[src/rtl/shf_pkg.sv]
package shf_pkg;

   localparam int KIND_W = 3;

   typedef enum logic [KIND_W-1:0] {
      SHK_LSL = 3'd0,
      SHK_LSR = 3'd1,
      SHK_ASR = 3'd2,
      SHK_ROR = 3'd3,
      SHK_RRX = 3'd4
   } shf_kind_e;

   typedef enum logic [1:0] {
      AMT_ZERO = 2'd0,
      AMT_MID  = 2'd1,
      AMT_OVER = 2'd2
   } shf_range_e;

endpackage

[src/rtl/shf_amt_decode.sv]
module shf_amt_decode #(
   parameter int WIDTH = 32,
   parameter int AMT_W = 8
) (
   input  logic [AMT_W-1:0]         amt_i,
   input  logic                     left_i,
   output shf_pkg::shf_range_e      range_o,
   output logic [$clog2(WIDTH)-1:0] rot_o
);
   import shf_pkg::*;

   localparam int LOG_W = $clog2(WIDTH);
   localparam logic [AMT_W-1:0] WIDTH_AMT = AMT_W'(WIDTH);

   logic [LOG_W-1:0] amt_lo;
   assign amt_lo = amt_i[LOG_W-1:0];

   always_comb begin
      if (amt_i == '0)
         range_o = AMT_ZERO;
      else if (amt_i > WIDTH_AMT)
         range_o = AMT_OVER;
      else
         range_o = AMT_MID;
   end

   // a left shift by n is a right rotation by (WIDTH - n) mod WIDTH
   assign rot_o = left_i ? (~amt_lo + LOG_W'(1)) : amt_lo;

endmodule

[src/rtl/shf_rotator.sv]
module shf_rotator #(
   parameter int WIDTH  = 32,
   parameter bit STAGED = 1'b1
) (
   input  logic [WIDTH-1:0]         data_i,
   input  logic [$clog2(WIDTH)-1:0] rot_i,
   output logic [WIDTH-1:0]         data_o
);
   localparam int LOG_W = $clog2(WIDTH);

   if (STAGED) begin : g_staged
      logic [WIDTH-1:0] stg [0:LOG_W];
      assign stg[0] = data_i;
      for (genvar k = 0; k < LOG_W; k++) begin : g_stage
         localparam int SH = 1 << k;
         assign stg[k+1] = rot_i[k] ? {stg[k][SH-1:0], stg[k][WIDTH-1:SH]}
                                    : stg[k];
      end
      assign data_o = stg[LOG_W];
   end else begin : g_operator
      assign data_o = (data_i >> rot_i) | (data_i << (WIDTH - int'(rot_i)));
   end

endmodule

[src/rtl/shf_thermo.sv]
module shf_thermo #(
   parameter int WIDTH = 32,
   parameter int AMT_W = 8
) (
   input  logic [AMT_W-1:0] amt_i,
   output logic [WIDTH-1:0] low_o,
   output logic [WIDTH-1:0] high_o
);
   // low_o has its n lowest bits set, high_o its n highest bits
   for (genvar i = 0; i < WIDTH; i++) begin : g_bit
      assign low_o[i]           = (amt_i > AMT_W'(i));
      assign high_o[WIDTH-1-i]  = low_o[i];
   end

endmodule

[src/rtl/shf_operand_unit.sv]
module shf_operand_unit #(
   parameter int WIDTH      = 32,
   parameter int AMT_W      = 8,
   parameter bit STAGED_ROT = 1'b1
) (
   input  logic [WIDTH-1:0]           opnd_i,
   input  logic [shf_pkg::KIND_W-1:0] kind_i,
   input  logic [AMT_W-1:0]           amt_i,
   input  logic                       carry_i,
   output logic [WIDTH-1:0]           result_o,
   output logic                       carry_o
);
   import shf_pkg::*;

   localparam int LOG_W = $clog2(WIDTH);

   if (WIDTH < 2 || (WIDTH & (WIDTH - 1)) != 0) begin : g_bad_width
      $error("shf_operand_unit: WIDTH must be a power of two of at least 2");
   end
   if (AMT_W < LOG_W + 1) begin : g_bad_amt
      $error("shf_operand_unit: AMT_W must be able to hold WIDTH");
   end

   shf_range_e       range;
   logic [LOG_W-1:0] rot;
   logic [WIDTH-1:0] rotated;
   logic [WIDTH-1:0] low_m;
   logic [WIDTH-1:0] high_m;
   logic             sign;

   assign sign = opnd_i[WIDTH-1];

   shf_amt_decode #(.WIDTH(WIDTH), .AMT_W(AMT_W)) u_dec (
      .amt_i   (amt_i),
      .left_i  (kind_i == SHK_LSL),
      .range_o (range),
      .rot_o   (rot)
   );

   shf_rotator #(.WIDTH(WIDTH), .STAGED(STAGED_ROT)) u_rot (
      .data_i (opnd_i),
      .rot_i  (rot),
      .data_o (rotated)
   );

   shf_thermo #(.WIDTH(WIDTH), .AMT_W(AMT_W)) u_therm (
      .amt_i  (amt_i),
      .low_o  (low_m),
      .high_o (high_m)
   );

   always_comb begin
      result_o = opnd_i;
      carry_o  = carry_i;
      case (kind_i)
         SHK_LSL: begin
            if (range == AMT_MID) begin
               result_o = rotated & ~low_m;
               carry_o  = rotated[0];
            end else if (range == AMT_OVER) begin
               result_o = '0;
               carry_o  = 1'b0;
            end
         end
         SHK_LSR: begin
            if (range == AMT_MID) begin
               result_o = rotated & ~high_m;
               carry_o  = rotated[WIDTH-1];
            end else if (range == AMT_OVER) begin
               result_o = '0;
               carry_o  = 1'b0;
            end
         end
         SHK_ASR: begin
            if (range == AMT_MID) begin
               result_o = (rotated & ~high_m) | ({WIDTH{sign}} & high_m);
               carry_o  = rotated[WIDTH-1];
            end else if (range == AMT_OVER) begin
               result_o = {WIDTH{sign}};
               carry_o  = sign;
            end
         end
         SHK_ROR: begin
            if (range != AMT_ZERO) begin
               result_o = rotated;
               carry_o  = rotated[WIDTH-1];
            end
         end
         SHK_RRX: begin
            result_o = {carry_i, opnd_i[WIDTH-1:1]};
            carry_o  = opnd_i[0];
         end
         default: begin
            result_o = opnd_i;
            carry_o  = carry_i;
         end
      endcase
   end

endmodule

[config.mk]
export PLATFORM = sky130hd
export DESIGN_NAME = shf_operand_unit
export DESIGN_NICKNAME = d
export VERILOG_FILES = /design/src/rtl/shf_pkg.sv /design/src/rtl/shf_amt_decode.sv /design/src/rtl/shf_rotator.sv /design/src/rtl/shf_thermo.sv /design/src/rtl/shf_operand_unit.sv
export SDC_FILE = /design/constraint.sdc
export NUM_CORES = 1
export LEC_CHECK = 0
export BUFFER_PORTS_ARGS = -buffer_cell sky130_fd_sc_hd__buf_2
export CORE_UTILIZATION = 57
export DETAILED_ROUTE_END_ITERATION = 16
export PLACE_DENSITY_LB_ADDON = 0.3
export SLEW_MARGIN = 25
export SYNTH_ARGS = -nofsm -noshare
export SYNTH_HDL_FRONTEND = slang
export SYNTH_HIERARCHICAL = 1
export SYNTH_SLANG_ARGS = --single-unit
[constraint.sdc]
create_clock -name vclk -period 5.68
set_clock_uncertainty 0.05 [all_clocks]
set_input_delay 1.136 -clock vclk [all_inputs]
set_output_delay 1.136 -clock vclk [all_outputs]
set_load 0.02 [all_outputs]
Word level (Yosys, flattened, before mapping) --
Index checks and enable logic that the tools add are counted.
Word-level totals: register bits 0, input bits 44, output and inout bits 33, word-level logic and storage cells 72
Cells by class: add/subtract/negate cells 1, order comparisons 33, equal/unequal tests 6, multiplexer cells 22, bitwise operators 7, reduce and logical (&&, ||, !) cells 3
Operator list (number):
- $mux 32 | 10
- $pmux 32 s5 | 1
- $gt 8x5->1 const B | 16
- $and 32x32->32 | 3
- $gt 8x4->1 const B | 8
- $not 32->32 | 2
- $gt 8x3->1 const B | 4
- $or 32x32->32 | 1
- $mux 31 | 1
- $gt 8x1->1 const B | 2
- $gt 8x2->1 const B | 2
- $gt 8x6->1 const B | 1
- $logic_not 8->1 | 1
- $eq 3x2->1 const B | 2
- $mux 1 | 6
- $add 5x1->5 const B | 1
- $mux 5 | 1
- $not 5->5 | 1
- $pmux 1 s5 | 1
- $mux 2 | 2
- $eq 3x1->1 const B | 1
- $eq 3x3->1 const B | 1
- $logic_not 3->1 | 1
- $eq 2x1->1 const B | 1
- other kinds (2) | 2

Depth between registers and ports, before layout --
Gate-level depths: netlist (run 1).
depth in word-level cells 12, depth in mapped cells 18

Hierarchy --
Netlist (run 1), hierarchy kept.
By module, submodules not included:
- shf_operand_unit | times used 1, cells each 592, area an instance 3968.8 um^2
- shf_rotator | times used 1, cells each 116, area an instance 1949.4 um^2
- shf_thermo | times used 1, cells each 91, area an instance 541.8 um^2
- shf_amt_decode | times used 1, cells each 22, area an instance 166.4 um^2

Least setup slack after synthesis (run 1) --
No wires, ideal clock.
path kind input port to output port, from in kind_i[0] (netlist name), to out result_o[22], arrival 4.758 ns, required time 4.494 ns, setup slack -0.264 ns, cell stages on the path 18, path buffers 7, cells stage by stage buf_2 buf_6 buf_2 buf_1 nor2_1 o31ai_1 xnor2_1 buf_6 buf_6 buf_2 mux4_2 mux4_2 mux2_2 mux2i_1 a211oi_1 a311o_1 a22oi_1 o21ai_1
Between the ends: elaborated cells on any way between the ends 19
RTL lines:
- start, declared | RTL line shf_operand_unit.sv:7 | input logic [shf_pkg::KIND_W-1:0] kind_i,
- $logic_not 3->1 (*) | RTL line shf_operand_unit.sv:35 | .left_i (kind_i == SHK_LSL),
- $mux 5 (*) | RTL line shf_amt_decode.sv:28 | assign rot_o = left_i ? (~amt_lo + LOG_W'(1)) : amt_lo;
- net rot[3] | RTL line shf_operand_unit.sv:25 | logic [LOG_W-1:0] rot;
- $mux 32 (*) (2 in a row) | RTL line shf_rotator.sv:16 | assign stg[k+1] = rot_i[k] ? {stg[k][SH-1:0], stg[k][WIDTH-1:SH]}
- net rotated[22] | RTL line shf_operand_unit.sv:26 | logic [WIDTH-1:0] rotated;
- $and 32x32->32 | RTL line shf_operand_unit.sv:67, shf_operand_unit.sv:76
- $or 32x32->32 | RTL line shf_operand_unit.sv:76 | result_o = (rotated & ~high_m) | ({WIDTH{sign}} & high_m);
- $mux 32 | RTL line shf_operand_unit.sv:75 | if (range == AMT_MID) begin
- $pmux 32 s5 (*) | RTL line shf_operand_unit.sv:55 | case (kind_i)
- end, declared | RTL line shf_operand_unit.sv:10 | output logic [WIDTH-1:0] result_o,
The timed path passes the listed nets; every way through them passes the cells marked *.

Worst setup path after layout (run 1) --
from in kind_i[1] (netlist name), to out result_o[0]
Between the ends: elaborated cells on any way between the ends 19
RTL lines (RTL line):
- $logic_not 3->1 (*) | shf_operand_unit.sv:35
- $mux 5 (*) | shf_amt_decode.sv:28
- net rot[1] | shf_operand_unit.sv:25
- $mux 32 (*) (4 in a row) | shf_rotator.sv:16
- net rotated[0] | shf_operand_unit.sv:26
- $and 32x32->32 | shf_operand_unit.sv:67, shf_operand_unit.sv:76
- $or 32x32->32 | shf_operand_unit.sv:76
- $mux 32 | shf_operand_unit.sv:75
- $pmux 32 s5 (*) | shf_operand_unit.sv:55
Marks and branches as above.

==> results of run 1 <==
-- path summary, 6_finish.rpt --
path	end
setup / recovery	result_o[0]
hold / removal	carry_o
-- synthesized netlist by cell type (all sizes together), types with 3 or more instances --
master	n	share of area, %
mux2	61	11
or2	5	0.47
a311o	8	1.2
mux4	64	22
nand3	16	1.2
clkbuf	32	1.8
o22ai	30	2.9
nand2b	41	3.9
a31oi	35	3.3
a311oi	15	2.0
nor2	71	4.1
a32oi	3	0.40
o21ai	61	4.6
nor3	8	0.68
o221ai	6	0.79
o31ai	3	0.42
nand2	45	2.5
a22oi	10	1.1
nor2b	22	2.1
a2bb2oi	15	2.0
nor3b	3	0.42
a211oi	25	2.8
o32a	3	0.45
xnor2	4	0.64
a21oi	31	2.3
buf	97	10
mux2i	67	10
inv	12	0.68
o21a	16	1.8
-- power breakdown --
part	leakage, nW	switching, mW	internal, mW	total (mW)
registers	0	0	0	0
clock network	0	0	0	0
logic	2.91	0.511	0.465	0.977
total	2.91	0.511	0.465	0.977
-- per-layer routing --
metal / share of wire [%] / wire, microns / global-route usage (%)
met5: 0 / 0 / 0
met4: 3.3 / 836 / 11.33
met2: 46 / 11790 / 66.25
met3: 12 / 2952 / 5.868
met1: 39 / 9868 / 57.15
-- logic make-up after synthesis --
| logic type | count (synthesis) | synth area share [%] |
|---|---|---|
| AO/OA/AOI/OAI | 266 | 26.81 |
| AND/OR/NAND/NOR | 217 | 16.50 |
| multiplexers | 192 | 42.86 |
| buffers and inverters | 141 | 12.99 |
| XOR/XNOR | 4 | 0.6421 |
| adder cells (fa/ha/maj) | 1 | 0.1888 |
-- critical path, delay by kind of cell --
kind / cells / cell delay (ns)
AOI/OAI and AO/OA: 4 / 0.67
buffers and inverters: 6 / 0.81
and+or+nand+nor: 3 / 0.44
muxes: 4 / 1.50
-- cells in the final DEF (no fill, tap or decap), types with 3 or more instances in the layout --
master and instances:
a211oi_1 23, a21oi_1 31, a22oi_1 7, a22oi_2 3, a2bb2oi_1 15, a311o_1 8
a311oi_1 15, a31oi_1 35, a32oi_1 3, buf_12 5, buf_2 60, buf_4 68
buf_6 9, inv_1 11, mux2_1 3, mux2_2 19, mux2_4 39, mux2i_1 66
mux4_2 64, nand2_1 45, nand2b_1 41, nand3_1 16, nor2_1 69, nor2b_1 22
nor3_1 7, o21a_1 16, o21ai_0 41, o21ai_1 15, o21ai_2 3, o221ai_1 3
o221ai_2 3, o22ai_1 27, o22ai_2 3, o32a_1 3, or2_1 4, xnor2_2 3
-- layout make-up --
| type | instances | area [sq um] | share of cell area (%) |
|---|---|---|---|
| Timing Repair Buffer | 144 | 1065 | 14.60 |
| Tap cell | 143 | 178.9 | 2.454 |
| Multi-Input combinational cell | 680 | 6003 | 82.33 |
| Inverter | 12 | 45.04 | 0.6177 |
-- what timing repair did --
action,in CTS,in global routing
endpoints found under the setup margin,29,29
setup buffers,6,3
pin swaps,25,26
gates resized for setup,33,34
gates cloned,1,1
==> results.txt, run 1 <==
Status -> finished with violations
I/O pin count -> 77
Min-delay src -> carry_i
Layout clock buffer count -> 0
Power density cells -> 133.9 nW/um^2
Hold Crit Depth -> 4
Critical path arrival -> 4.55 ns
Unrepaired setup endpoints after global routing -> yes
Vias in the first global route -> 6,439
Hold buffers post-CTS -> 0
Maximum vdd ir drop -> 0.00007890 V
Max-cap violations -> 0
Failing checks -> setup timing
First-pass GRT wire length -> 37.78 mm
Achievable clock frequency -> 174.3 MHz
Fillers -> 985
Antenna Nets Post-Route -> 0
CP Capture Type -> output pin
Row cnt -> 39
CP Cell Sequence -> buf_2 -> or2_4 -> nor2_4 -> buf_4 -> buf_4 -> o21ai_4 -> buf_12 -> buf_12 -> mux4_2 -> mux4_2 -> mux2_4 -> mux2i_1 -> a211oi_2 -> a31oi_1 -> nor3_1 -> o32a_1 -> buf_2
Final Routed Wirelength -> 25.45 mm
Overall Global Routing Usage -> 41.11%
DR iter-0 viols -> 1,169
Minimum clock period -> 5.738 ns
Post-synthesis sequential area ratio -> 0%
Vias -> 7,372
Hold Crit Class -> in2out
Area of the die -> 12,060 sq um
Final period util -> 101.0%
Seq_cells -> 0
Initial Util -> 58.28%
Worst slew pin tran -> 0.9351 ns
Synth Instances -> 821
Share of cells above drive strength 1 -> 35.41%
GRT Residual Overflow -> 0
Post-synth net total -> 866
Port bufs -> 77
Layout Cells excl Fill -> 979
Hpwl dp -> 17.64 mm
Largest net degree at the start of global routing -> 73
Initial antenna violation count -> 0
Final hold vios -> 0
Worst path required time -> 4.49 ns
Critical-path top delay cell -> mux4_2
Die Y -> 109.8 microns
Final setup viols -> 15
LEAKAGE -> 2.906 nW
Core area -> 11,370 sq um
Crit path launch type -> input pin
Setup_tns -> -0.3866 ns
Placed Instances -> 968
Crit. Startpoint -> kind_i[1]
Antenna diodes -> 0
Netlist cell types -> 54
Synth Warn # -> 6
Register Area -> 0 sq um
Power Total -> 0.9765 mW
Syn-to-layout area delta -> 10.05%
CP max FO -> 11
Post-DP Area -> 6948 sq um
Final core utilization -> 64.14%
Pre-CTS WS -> -0.1495 ns
Post-Syn Area -> 6626 sq um
Avg Cell Area, Syn -> 8.071 sq um
GPL Wtd Cong -> 1.025
# DRC -> 0
TritonRoute pass-1 iters -> 7
Die Wd -> 109.8 microns
Wire per inst -> 25.99 microns
Slew headroom -> 37.32%
Slowest cell delay on critical path -> 0.54 ns
Fin nets -> 883
Critical path class -> in2out
Drt via density -> 7.530
Finished Cell Area -> 7292 sq um
Hold Slack -> 2.652 ns
Final number of max-transition violations -> 0
Setup WS post-layout -> -0.05805 ns
Note: power is estimated with default switching activity, not from simulation.
==> inputs of run 2 (changes only) <==
==> constraint.sdc (replaced) <==
create_clock -name vclk -period 5.68
set_clock_uncertainty 0.05 [all_clocks]
set_input_delay 0.568 -clock vclk [all_inputs]
set_output_delay 0.568 -clock vclk [all_outputs]
set_load 0.02 [all_outputs]
==> run 2 against run 1 <==
- the flow now finishes without violations
- combinational power decreased by 14%
- largest power group unchanged
- first-iteration DRC count shrank 11%
- sequential share of layout area unchanged
- non-clock buffer count fell by 44
- global-route usage grew 0.51 points
- count of clock-buffer cells in the layout did not move
- critical path type unchanged
==> results.txt, run 2 (synthesized netlist as in run 1, its figures left out) <==
Drt via density -> 7.682 (+2.0%)
Setup_tns -> 0 ns (+0.3866 ns)
Vias in the first global route -> 6,436 (-0.047%)
Initial Util -> 58.28% (unchanged)
Antenna Nets Post-Route -> 0 (unchanged)
Unrepaired setup endpoints after global routing -> no
Hold Crit Class -> in2out
CP max FO -> 13 (+2)
Seq_cells -> 0 (unchanged)
Final hold vios -> 0 (unchanged)
Vias -> 7,183 (-2.6%)
Final core utilization -> 58.19% (-5.9 points)
GRT Residual Overflow -> 0 (unchanged)
Worst slew pin tran -> 0.9434 ns (+0.008290 ns)
Initial antenna violation count -> 0 (unchanged)
Power density cells -> 127.4 nW/um^2 (-4.9%)
CP Capture Type -> output pin
LEAKAGE -> 2.524 nW (-13%)
DR iter-0 viols -> 1,044 (-11%)
Achievable clock frequency -> 188.2 MHz (+8.0%)
TritonRoute pass-1 iters -> 6 (-1)
Post-CTS setup buffers -> 0 (-6)
Hpwl dp -> 17.70 mm (+0.36%)
Wire per inst -> 26.76 microns (+3.0%)
Minimum clock period -> 5.313 ns (-0.4247 ns)
Maximum vdd ir drop -> 0.00007448 V (-5.6%)
Die Wd -> 109.8 microns (unchanged)
Core area -> 11,370 sq um (unchanged)
Most common cell after layout, fill and taps aside -> buf_2
Most frequent cells in the layout -> 76 x buf_2, 70 x nor2_1, 67 x mux2i_1
Largest net degree at the start of global routing -> 61 (-16%)
GPL Wtd Cong -> 0.9939 (-3.1%)
Worst path required time -> 5.06 ns (+0.57 ns)
Slew headroom -> 36.80% (-0.52 points)
Fillers -> 1,087 (+10%)
First-pass GRT wire length -> 37.92 mm (+0.35%)
Die Y -> 109.8 microns (unchanged)
Share of cells above drive strength 1 -> 29.42% (-6.0 points)
Final setup viols -> 0 (-15)
Register Area -> 0 sq um (unchanged)
Setup WS post-layout -> 0.3667 ns (+0.4247 ns)
Pre-CTS WS -> 0.4658 ns (+0.6153 ns)
Overall Global Routing Usage -> 41.62% (+0.51 points)
Layout clock buffer count -> 0 (unchanged)
Final number of max-transition violations -> 0 (unchanged)
Fin nets -> 839 (-5.0%)
I/O pin count -> 77 (unchanged)
Hold buffers post-CTS -> 0 (unchanged)
Critical path arrival -> 4.70 ns (+0.15 ns)
Syn-to-layout area delta -> -0.1510%
Antenna diodes -> 0 (unchanged)
Post-cts resize count -> 0 (-100%)
Final period util -> 93.54% (-7.5 points)
# DRC -> 0 (unchanged)
Max-cap violations -> 0 (unchanged)
Crit path launch type -> input pin
Critical path class -> in2out
Area of the die -> 12,060 sq um (unchanged)
Final Routed Wirelength -> 25.02 mm (-1.7%)
Row cnt -> 39 (unchanged)
Port bufs -> 77 (unchanged)
Status -> completed
## run 2: routing by layer
layer / GRT usage (%) / wire (microns) / part of all wire, %
met5: 0 / 0 / 0
met4: 12.38 / 834 / 3.3
met3: 8.892 / 3028 / 12
met2: 66.56 / 11560 / 46
met1: 56.14 / 9602 / 38
## run 2: critical path: stages
cell	delay (ns)
buf_2	0.11
or2_1	0.24
nor2_1	0.14
o31ai_1	0.14
xnor2_2	0.75
buf_4	0.31
mux4_2	0.56
mux4_2	0.50
mux2_2	0.32
mux2i_1	0.15
a211oi_1	0.10
a311o_1	0.34
a22oi_1	0.15
o21ai_1	0.12
buf_2	0.19
## run 2: worst paths after layout
kind                  startpoint            to  cells after the start
worst max-delay path   kind_i[2]  result_o[13]                     15
worst min-delay path     carry_i       carry_o                      4
## run 2: final cells by class
type	instances	area (sq um)	area share, %
multi-input combinational	680	5807	87.76
timing repair buffer	100	585.6	8.850
tap	143	178.9	2.704
inverter	12	45.04	0.6808
## run 2: per-stage QoR
stage	instances	hold WS (ns)	area, sq um	power (mW)
2_1_floorplan	821	1.278	6626	0.6036
3_3_place_gp	935	1.511	6616	0.8095
3_5_place_dp	935	1.514	6616	0.8177
4_1_cts	935	1.513	6616	0.8221
5_1_grt	935	1.540	6616	0.8877
6_report	935	1.514	6616	0.8427
## run 2: report_power, final
group,total (mW),internal [mW],switching (mW)
Clock,0,0,0
Sequential,0,0,0
Combinational,0.843,0.360,0.482
==> inputs of run 3 (changes only) <==
--- a/config.mk
+++ b/config.mk
@@ -6,6 +6,7 @@
 export NUM_CORES = 1
 export LEC_CHECK = 0
 export BUFFER_PORTS_ARGS = -buffer_cell sky130_fd_sc_hd__buf_2
+export CORE_MARGIN = 1.5
 export CORE_UTILIZATION = 57
 export DETAILED_ROUTE_END_ITERATION = 16
 export PLACE_DENSITY_LB_ADDON = 0.3
==> run 3 against run 2 <==
- global-route usage down 2.2 points
- total power grew 0.54%
- combinational power increased by 0.5%
- sequential share of layout area is the same
- utilization about the same
- first-iteration DRC count fell by 19%
- critical path depth unchanged
- non-clock buffer count down 1
- die area grew 1.8%
- count of clock-buffer cells in the layout stayed put
- maximum frequency up 5.0%
==> results.txt, run 3 (synthesized netlist as in run 1, its figures left out) <==
Hold Slack -> 1.529 ns (+0.01535 ns)
Final hold vios -> 0 (unchanged)
Post-cts resize count -> 0 (unchanged)
Initial antenna violation count -> 0 (unchanged)
Die Y -> 110.8 microns (+0.91%)
Slew headroom -> 36.42% (-0.38 points)
TritonRoute pass-1 iters -> 6 (unchanged)
Hold Crit Class -> in2out
Worst path required time -> 5.06 ns (about the same)
Final setup viols -> 0 (unchanged)
Seq_cells -> 0 (unchanged)
Fin nets -> 838 (-0.12%)
Unrepaired setup endpoints after global routing -> no
Crit. Startpoint -> kind_i[2]
Overall Global Routing Usage -> 39.45% (-2.2 points)
Setup_tns -> 0 ns (unchanged)
Minimum clock period -> 5.062 ns (-0.2513 ns)
Vias -> 7,178 (-0.070%)
Initial Util -> 58.28% (unchanged)
Core area -> 11,370 sq um (unchanged)
Hold Crit Depth -> 4 (unchanged)
Achievable clock frequency -> 197.6 MHz (+5.0%)
Final period util -> 89.12% (-4.4 points)
Wire per inst -> 27.16 microns (+1.5%)
LEAKAGE -> 2.520 nW (-0.15%)
Critical path class -> in2out
Antenna diodes -> 0 (unchanged)
Worst slew pin tran -> 0.9438 ns (+0.0004023 ns)
GRT Residual Overflow -> 0 (unchanged)
Drt via density -> 7.685 (about the same)
Share of cells above drive strength 1 -> 29.33% (-0.089 points)
Maximum vdd ir drop -> 0.00007474 V (+0.34%)
Post-CTS setup buffers -> 0 (unchanged)
Final Routed Wirelength -> 25.37 mm (+1.4%)
Critical path endpoint -> result_o[19]
Largest net degree at the start of global routing -> 76 (+25%)
Vias in the first global route -> 6,514 (+1.2%)
Row cnt -> 39 (unchanged)
Die Wd -> 110.8 microns (+0.91%)
Crit path launch type -> input pin
Area of the die -> 12,280 sq um (+1.8%)
Hold buffers post-CTS -> 0 (unchanged)
Critical path arrival -> 4.44 ns (-0.26 ns)
Antenna Nets Post-Route -> 0 (unchanged)
I/O pin count -> 77 (unchanged)
Most frequent cells in the layout -> 76 x buf_2, 70 x nor2_1, 67 x mux2i_1
GPL Wtd Cong -> 1.044 (+5.0%)
Final number of max-transition violations -> 0 (unchanged)
Hpwl dp -> 17.82 mm (+0.67%)
DR iter-0 viols -> 846 (-19%)
Layout clock buffer count -> 0 (unchanged)
First-pass GRT wire length -> 38.70 mm (+2.1%)
CP max FO -> 17 (+4)
Max-cap violations -> 0 (unchanged)
Register Area -> 0 sq um (unchanged)
Most common cell after layout, fill and taps aside -> buf_2
# DRC -> 0 (unchanged)
CP Capture Type -> output pin
Status -> completed
Power density cells -> 128.0 nW/um^2 (+0.48%)
Port bufs -> 77 (unchanged)
Syn-to-layout area delta -> -0.09440% (about the same)
==> run 3: cell types whose count changed in the layout (fill, tap and decap cells not counted) <==
cell	previous run	this run
buf_4	22	21
xnor2_2	3	2
xnor2_4	0	1
==> run 3: metrics by stage <==
stage	util, %	power [mW]	cells	cell area, sq um	worst slack (ns)
CTS	58.23	0.8249	934	6620	0.6514
detailed placement	58.23	0.8200	934	6620	0.6806
global route	58.23	0.8873	934	6620	0.3615
finish	58.23	0.8472	934	6620	0.6180
global placement	58.13	0.8138	934	6609	0.3925
floorplan	-	0.6036	821	6626	0.8725
==> run 3: worst max-delay path: stages <==
cell,delay [ns]
buf_2,0.11
or2_1,0.23
nor2_1,0.14
o31ai_1,0.18
xnor2_4,0.61
buf_4,0.31
mux4_2,0.40
mux4_2,0.58
mux2_2,0.33
mux2i_1,0.13
a211oi_1,0.10
a311oi_1,0.31
o22ai_1,0.14
o21a_1,0.14
buf_2,0.16
==> run 3: how the worst min path moves through the flow <==
stage | from | end | slack [ns]
2_1_floorplan | carry_i | carry_o | 1.28
3_3_place_gp | carry_i | carry_o | 1.52
3_5_place_dp | carry_i | carry_o | 1.53
4_1_cts | carry_i | carry_o | 1.53
5_1_grt | carry_i | carry_o | 1.57
6_report | carry_i | carry_o | 1.53
==> run 3: layout make-up <==
class / instances / area, sq um
multi-input combinational: 680 / 5818
fill: 1072 / 4750
inverter: 12 / 45.04
timing repair buffer: 99 / 578.1
tap: 143 / 178.9
==> run 3: routing by layer <==
layer | vias to the layer above | share of wire [%] | routed length (microns) | global-route usage (%)
met3 | 74 | 11 | 2833 | 7.272
li1 | 3101 | - | - | -
met5 | - | 0 | 0 | 0
met1 | 3453 | 39 | 10010 | 53.53
met2 | 550 | 46 | 11630 | 64.16
met4 | 0 | 3.5 | 887 | 11.79
==> run 3: report_power, final <==
group	switching (mW)	internal [mW]	total (mW)	leakage (nW)
clock	0	0	0	0
sequential	0	0	0	0
combinational	0.487	0.360	0.847	2.52
